### src/rtl/dma_irq_pkg.sv
package dma_irq_pkg;
  localparam int unsigned N_EVT    = 5;
  localparam int unsigned EV_FBE   = 2;
  localparam int unsigned NIS_POS  = 8;
  localparam int unsigned AIS_POS  = 9;
  localparam int unsigned CODE_LSB = 10;
  localparam int unsigned CODE_W   = 3;
  localparam int unsigned OFS_BASE = 0;
  localparam int unsigned OFS_STAT = 1;
  localparam int unsigned OFS_MASK = 2;
  // event index -> tx, rx, fatal, unavail, card error
  localparam logic [N_EVT-1:0] NORM_GRP = 5'b00011;
  localparam logic [N_EVT-1:0] ABN_GRP  = 5'b11100;

  function automatic int unsigned evt_pos(int unsigned i);
    case (i)
      0: return 0;
      1: return 1;
      2: return 2;
      3: return 4;
      default: return 5;
    endcase
  endfunction
endpackage

### src/rtl/dma_irq_status.sv
module dma_irq_status #(
  parameter int unsigned N   = 5,
  parameter int unsigned FBE = 2,
  parameter int unsigned CW  = 3
) (
  input  logic          clk_i,
  input  logic          rst_ni,
  input  logic [N-1:0]  set_i,
  input  logic [N-1:0]  clr_i,
  input  logic [CW-1:0] code_i,
  output logic [N-1:0]  stat_o,
  output logic [CW-1:0] code_o
);
  for (genvar g = 0; g < N; g++) begin : g_bit
    logic bit_q;
    always_ff @(posedge clk_i or negedge rst_ni) begin
      if (!rst_ni) bit_q <= 1'b0;
      else         bit_q <= set_i[g] | (bit_q & ~clr_i[g]);  // set wins
    end
    assign stat_o[g] = bit_q;
  end

  logic [CW-1:0] code_q;
  always_ff @(posedge clk_i or negedge rst_ni) begin
    if (!rst_ni)                          code_q <= '0;
    else if (set_i[FBE] && !stat_o[FBE])  code_q <= code_i;  // first error only
    else if (clr_i[FBE] && !set_i[FBE])   code_q <= '0;
  end
  assign code_o = code_q;
endmodule

### src/rtl/dma_irq_summary.sv
module dma_irq_summary #(
  parameter int unsigned   N     = 5,
  parameter logic [N-1:0]  GROUP = '1
) (
  input  logic         clk_i,
  input  logic         rst_ni,
  input  logic [N-1:0] stat_i,
  input  logic [N-1:0] en_i,
  input  logic         clr_i,
  output logic         sum_o
);
  logic hit, sum_q;
  assign hit = |(stat_i & en_i & GROUP);

  always_ff @(posedge clk_i or negedge rst_ni) begin
    if (!rst_ni) sum_q <= 1'b0;
    else         sum_q <= hit | (sum_q & ~clr_i);
  end
  assign sum_o = sum_q;
endmodule

### src/rtl/dma_irq_regif.sv
module dma_irq_regif import dma_irq_pkg::*; #(
  parameter int unsigned AW = 4,
  parameter int unsigned DW = 32
) (
  input  logic          bus_wr_i,
  input  logic [AW-1:0] bus_addr_i,
  input  logic [DW-1:0] base_word_i,
  input  logic [DW-1:0] stat_word_i,
  input  logic [DW-1:0] mask_word_i,
  output logic          base_we_o,
  output logic          stat_we_o,
  output logic          mask_we_o,
  output logic [DW-1:0] rdata_o
);
  logic sel_base, sel_stat, sel_mask;
  assign sel_base = (bus_addr_i == AW'(OFS_BASE));
  assign sel_stat = (bus_addr_i == AW'(OFS_STAT));
  assign sel_mask = (bus_addr_i == AW'(OFS_MASK));

  assign base_we_o = bus_wr_i & sel_base;
  assign stat_we_o = bus_wr_i & sel_stat;
  assign mask_we_o = bus_wr_i & sel_mask;

  always_comb begin
    rdata_o = '0;
    if (sel_base) rdata_o = base_word_i;
    if (sel_stat) rdata_o = stat_word_i;
    if (sel_mask) rdata_o = mask_word_i;
  end
endmodule

### src/rtl/dma_irq_regs.sv
module dma_irq_regs import dma_irq_pkg::*; #(
  parameter int unsigned AW         = 4,
  parameter int unsigned DW         = 32,
  parameter int unsigned CARD_ERR_N = 7
) (
  input  logic                  clk_i,
  input  logic                  rst_ni,
  input  logic                  bus_wr_i,
  input  logic [AW-1:0]         bus_addr_i,
  input  logic [DW-1:0]         bus_wdata_i,
  output logic [DW-1:0]         bus_rdata_o,
  input  logic                  evt_tx_done_i,
  input  logic                  evt_rx_done_i,
  input  logic                  evt_bus_err_i,
  input  logic [CODE_W-1:0]     evt_err_code_i,
  input  logic                  evt_desc_unavail_i,
  input  logic [CARD_ERR_N-1:0] card_err_i,
  output logic                  irq_o,
  output logic                  dma_bus_off_o,
  output logic [DW-1:0]         desc_base_o
);
  localparam int unsigned N = N_EVT;

  logic              base_we, stat_we, mask_we;
  logic [DW-1:2]     base_q;
  logic [N-1:0]      en_q, stat_q, set_v, clr_v;
  logic [CODE_W-1:0] code_q;
  logic              nis_q, ais_q;
  logic [DW-1:0]     base_word, stat_word, mask_word;

  assign set_v = {|card_err_i, evt_desc_unavail_i, evt_bus_err_i,
                  evt_rx_done_i, evt_tx_done_i};

  always_comb begin
    for (int i = 0; i < N; i++) clr_v[i] = stat_we & bus_wdata_i[evt_pos(i)];
  end

  always_ff @(posedge clk_i or negedge rst_ni) begin
    if (!rst_ni) begin
      base_q <= '0;
      en_q   <= '0;
    end else begin
      if (base_we) base_q <= bus_wdata_i[DW-1:2];
      if (mask_we)
        for (int i = 0; i < N; i++) en_q[i] <= bus_wdata_i[evt_pos(i)];
    end
  end

  dma_irq_status #(.N(N), .FBE(EV_FBE), .CW(CODE_W)) status_i (
    .clk_i, .rst_ni,
    .set_i  (set_v),
    .clr_i  (clr_v),
    .code_i (evt_err_code_i),
    .stat_o (stat_q),
    .code_o (code_q)
  );

  dma_irq_summary #(.N(N), .GROUP(NORM_GRP)) norm_i (
    .clk_i, .rst_ni,
    .stat_i (stat_q),
    .en_i   (en_q),
    .clr_i  (stat_we & bus_wdata_i[NIS_POS]),
    .sum_o  (nis_q)
  );

  dma_irq_summary #(.N(N), .GROUP(ABN_GRP)) abn_i (
    .clk_i, .rst_ni,
    .stat_i (stat_q),
    .en_i   (en_q),
    .clr_i  (stat_we & bus_wdata_i[AIS_POS]),
    .sum_o  (ais_q)
  );

  always_comb begin
    stat_word = '0;
    mask_word = '0;
    for (int i = 0; i < N; i++) begin
      stat_word[evt_pos(i)] = stat_q[i];
      mask_word[evt_pos(i)] = en_q[i];
    end
    stat_word[NIS_POS] = nis_q;
    stat_word[AIS_POS] = ais_q;
    stat_word[CODE_LSB +: CODE_W] = code_q;
  end
  assign base_word = {base_q, 2'b00};

  dma_irq_regif #(.AW(AW), .DW(DW)) regif_i (
    .bus_wr_i, .bus_addr_i,
    .base_word_i (base_word),
    .stat_word_i (stat_word),
    .mask_word_i (mask_word),
    .base_we_o   (base_we),
    .stat_we_o   (stat_we),
    .mask_we_o   (mask_we),
    .rdata_o     (bus_rdata_o)
  );

  assign irq_o         = nis_q | ais_q;
  assign dma_bus_off_o = stat_q[EV_FBE];
  assign desc_base_o   = base_word;
endmodule

### config.mk
export PLATFORM = sky130hd
export DESIGN_NAME = dma_irq_regs
export DESIGN_NICKNAME = d
export VERILOG_FILES = /design/src/rtl/dma_irq_pkg.sv /design/src/rtl/dma_irq_status.sv /design/src/rtl/dma_irq_summary.sv /design/src/rtl/dma_irq_regif.sv /design/src/rtl/dma_irq_regs.sv
export SDC_FILE = /design/constraint.sdc
export NUM_CORES = 1
export LEC_CHECK = 0
export BUFFER_PORTS_ARGS = -buffer_cell sky130_fd_sc_hd__buf_2
export CORE_ASPECT_RATIO = 1.25
export CORE_MARGIN = 2
export CORE_UTILIZATION = 44
export CTS_BUF_LIST = sky130_fd_sc_hd__clkbuf_16
export DETAILED_ROUTE_END_ITERATION = 7
export PLACE_DENSITY = 0.79
export SETUP_SLACK_MARGIN = 0.5
export SYNTH_ARGS = -nofsm -noshare
export SYNTH_HDL_FRONTEND = slang
export SYNTH_SLANG_ARGS = --single-unit
### constraint.sdc
create_clock -name clk_i -period 2.7 [get_ports clk_i]
set_input_delay 0.81 -clock clk_i [delete_from_list [all_inputs] [get_ports clk_i]]
set_output_delay 0.81 -clock clk_i [all_outputs]
set_load 0.01 [all_outputs]
After elaboration in Yosys (flattened, before gate mapping)
Cells that the tools add are included.

storage, ports and cells
  memories = 0
  logic and storage cells = 79
  output and inout port bits = 66
  bits in read-only memories = 0
  RAM bits = 0
  register bits = 45
  input bits = 53
  bits in latches = 0

cells by class
  multipliers = 0
  mux-type cells = 20
  reductions and logical operators = 9
  bitwise gates (word level) = 33
  shift operators = 0
  magnitude comparators = 5
  divide/modulo/power cells = 0
  equal/unequal tests = 2
  add/sub/neg operators = 0

operators by type and width
  kind                                                                    count
  32-bit two-way mux                                                      8
  32-bit by 6-bit < comparator with 1-bit output (second input constant)  5
  1-bit binary-select mux with 5-bit select                               5
  1-bit AND                                                               17
  1-bit bitwise OR                                                        8
  1-bit inverter                                                          7
  7-bit OR reduction                                                      1
  3-bit two-way mux                                                       2
  5-bit AND                                                               1
  1-bit two-way mux                                                       5
  4-bit by 1-bit equality test with 1-bit output (second input constant)  1
  4-bit by 2-bit equality test with 1-bit output (second input constant)  1
  4-bit zero test                                                         1
  3-bit OR reduction                                                      1
  1-bit logical AND                                                       2
  1-bit zero test                                                         2
  2-bit nonzero test                                                      1
  2-bit OR reduction                                                      1

Logic depth before layout (Yosys ltp)
  word-level depth = 6
  gate-level depth with buffers = 5
  mapped depth without buffers = 3

By module
Synthesis repeated with hierarchy kept, for this count alone.

unflattened totals
  cell total of the unflattened synthesis = 207
  area total of the unflattened synthesis = 2,926.6 sq um

by module, submodules not included
  module                     area each (sq um)  times used  cells an instance
  dma_irq_regs               1,500.2            1           87
  dma_irq_regif              974.7              1           81
  dma_irq_status             362.8              1           30
  dma_irq_summary at abn_i   47.5               1           5
  dma_irq_summary at norm_i  41.3               1           4

Least setup slack after synthesis
Ideal clock, no wire load.

  path kind = input to output
  from = input bus_addr_i[3]
  to = output bus_rdata_o[13]
  stages on the path = 5
  buffers on the path = 2
  required time = 1.890 ns
  data arrival time = 1.729 ns
  slack = 0.161 ns
  cell sequence = or2_1 clkbuf_1 nor3_2 clkbuf_1 and2_1

on the way
  longest elaborated chain between the ends = 4
  elaborated cells on any way between the ends = 6
  classes of those cells = 2 x eq/ne; 3 x mux; 1 x reduce/logical

ends and longest elaborated chain
  element                 line                 text
  start, declared         dma_irq_regs.sv:9    input logic [AW-1:0] bus_addr_i,
  4-bit zero test         dma_irq_regif.sv:16  assign sel_base = (bus_addr_i == AW'(OFS_BASE));
  32-bit two-way mux      dma_irq_regif.sv:26  if (sel_base) rdata_o = base_word_i;
  32-bit two-way mux      dma_irq_regif.sv:27  if (sel_stat) rdata_o = stat_word_i;
  32-bit two-way mux (*)  dma_irq_regif.sv:28  if (sel_mask) rdata_o = mask_word_i;
  end, declared           dma_irq_regs.sv:11   output logic [DW-1:0] bus_rdata_o,

Every way passes the cells marked *; elsewhere a longest branch is shown, timed or not.

Final worst setup path
  from = input bus_addr_i[2]
  to = output bus_rdata_o[7]

The elaborated chain is that of the path after synthesis.

==> impl_metrics.yaml <==
outcome:
  status: "complete, no violations"
sta:
  clock_skew_ps: 5.76
  tightestPinTransition_ps: 571
  fin_crit_ps: 2580
  finalCritPeriodShare_pct: 95.7
  fmax_ghz: 0.387
  finalSetupViolations: 0
  rsz0062_at_grt: "true"
  slew_viol_final: 0
  holdWs_ps: 504
  max-slew-margin-rel_pct: 61.9
  setup_tns_ps: 0
  finalHoldViolations: 0
critical_path:
  reg2reg_from: "status_i.g_bit[2].bit_q$_DFF_PN0_"
  path_max_fanout: 22
  cp-startpoint: "bus_addr_i[2]"
  max_stage_delay_ps: 250
  path_cells: "buf_2 > or2_4 > nor3_4 > buf_12 > and2_1 > buf_2"
  cpMostUsedCell: "buf_2"
  arrival_ps: 1770
  cp-end-kind: "output port"
  critical_path.startpoint_type: "input port"
  worst_path_max_delay_cell: "or2_4"
  critPathKind: "input port to output port"
  worstPathRequired_ps: 1890
route:
  drc_errors: 0
  ant_nets: 0
  dr.pass1.iters: 4
  routed_via_density: 5.13
  totalWireLength_um: 5260
  wire_per_inst_um: 14.5
  drtIter0Drc: 125
  dr_total_vias: 1864
global_routing:
  antenna_found_initial: 0
  grt_pass1_vias: 1780
  grt_pass1_wl_um: 8020
  grt_overflow_total: 0
  grt_start_max_net_pins: 46
  grt_usage_pct: 19.4
layout:
  num-nets-final: 355
  final_cell_area_um2: 3220
  fin_cells: 363
  drive_gt1_share_pct: 63.7
  num_antenna_cells: 0
  area_growth_pct: 49.4
  fillCellCount: 355
clock_tree:
  clk_path_buf_depth: 2
  cts_buffers: 5
  clk_pin_slew_ps: 60
  clkLatencyLatePin_ps: 280
  cts_tree: "yes"
  h-tree-depth: 2
  clock-sinks: 45
  root_buffer: "clkbuf_16"
placement:
  dp_hpwl_um: 3810
  dp_cells: 350
  place_area_um2: 2890
  gp_congestion: 0.753
  port_buffers: 116
power_and_ir_drop:
  power_density_nw_per_um2: 670
  p_leak_nw: 1.63
  ir_drop_uv: 486
floorplanning:
  boundaryPins: 119
  start_util_pct: 45.6
  die_area_um2: 5480
  dieWidth_um: 66.6
  chipHeight_um: 82.3
  core_area_um2: 4730
  rows: 28
logic_synthesis:
  async_flop_share_pct: 100
  yosys_warnings: 0
  synth_cell_types: 32
  synth_seq_cells: 45
  synth-edff-count: 0
  synthTopCellsByArea: "dfrtp_1 (52%), mux2_2 (17%), and2_1 (6.4%)"
  avgSynthCellArea_um2: 12.4
  ys.flop_type: "dfrtp_1"
  yosys.area.top_type: "dfrtp_1"
  syn_inst: 174
  synth_top_area_share_pct: 52.2
  synth_common_cells: "dfrtp_1 (45), mux2_2 (33), and2_1 (22)"
  netlist_area_um2: 2160
  yosysMostFrequentCell: "dfrtp_1"
  ys_seq_area_share_pct: 52.2
job:
  cap_violations: 0
worst_hold_path:
  hp-start: "status_i.code_o[2]$_DFFE_PN0P_"
  hold_path_class: "flip-flop to flip-flop"
[kinds of logic after synthesis]
group / Yosys count / synth area share (%)
AO/OA/AOI/OAI: 18 / 6.73
buffers and inverters: 13 / 4.00
flip-flops: 45 / 52.2
multiplexers: 43 / 22.0
other: 1 / 0.174
AND/OR/NAND/NOR: 54 / 14.9
[per-layer routing]
| layer | global-route usage, % | vias up | wire [µm] |
|---|---|---|---|
| li1 | - | 866 | - |
| met1 | 22.0 | 910 | 1950 |
| met2 | 35.4 | 78 | 2790 |
| met3 | 4.34 | 10 | 416 |
| met4 | 7.14 | 0 | 100 |
| met5 | 0 | - | 0 |
[critical path, delay by kind of cell]
kind                   cells  cell delay, ps
AND/OR/NAND/NOR            3             530
buffers and inverters      3             430
[cells in the final DEF, fill, tap and decap left out, drive strengths merged]
| cell | n |
|---|---|
| dfrtp | 45 |
| a41oi | 1 |
| or3 | 1 |
| inv | 2 |
| bufinv | 2 |
| a221o | 2 |
| a21o | 3 |
| nor2 | 9 |
| nor2b | 3 |
| a22oi | 2 |
| nand2 | 5 |
| and2 | 22 |
| o31ai | 2 |
| nand3 | 5 |
| clkinv | 1 |
| a21oi | 1 |
| or3b | 1 |
| mux2 | 35 |
| or2 | 3 |
| nor3b | 1 |
| nor4 | 1 |
| mux2i | 8 |
| nor3 | 3 |
| clkbuf | 5 |
| a22o | 4 |
| a31oi | 1 |
| buf | 131 |
| conb | 2 |
| a2bb2oi | 2 |
[state kept, by name (all words and copies together) (netlist names)]
name,cells
norm_i.sum_o,1
status_i.g_bit.bit_q,5
status_i.code_o,3
abn_i.sum_o,1
base_q,30
en_q,5
[stage by stage]
step | power [mW] | worst slack [ps] | utilization [%]
finish | 2.16 | 116 | 68.1
global route | 2.26 | 56.2 | 68.1
CTS | 2.17 | 107 | 67.8
detailed placement | 1.37 | 87.2 | 61.1
global placement | 1.35 | 99.1 | 61.1
floorplan | 1.15 | 226 | -
[timing repair]
item	CTS	global route
setup buffers	5	0
pin swaps	5	6
endpoints found under the setup margin	32	32
resized for setup	24	4
hold buffers	0	0
[final cells by class]
| class | instances | area (µm²) | area share (%) |
|---|---|---|---|
| inverters | 2 | 7.51 | 0.233 |
| clock buffers | 5 | 125 | 3.88 |
| flip-flops and latches | 45 | 1130 | 35.0 |
| repair buffers | 131 | 788 | 24.5 |
| clock inverters | 3 | 65.1 | 2.02 |
| well taps | 60 | 75.1 | 2.33 |
| multi-input cells | 117 | 1030 | 32.1 |
[final timing paths]
path	end	slack [ps]	cells after the start
max in group asynchronous	base_q[21]$_DFFE_PN0P_	1700	2
setup reg to reg	status_i.code_o[0]$_DFFE_PN0P_	1470	3
hold reg to reg	status_i.code_o[2]$_DFFE_PN0P_	500	1
hold / removal	status_i.code_o[2]$_DFFE_PN0P_	500	1
min in group asynchronous	en_q[1]$_DFFE_PN0P_	600	2
setup / recovery	bus_rdata_o[7]	120	6
[power breakdown]
group	internal [mW]	switching (mW)	total, mW	leakage [nW]
Clock	0.528	0.249	0.777	0.0938
Sequential	0.809	0.0937	0.903	0.530
Combinational	0.264	0.215	0.479	1.01
No activity file was read; power rests on OpenSTA's default activity.
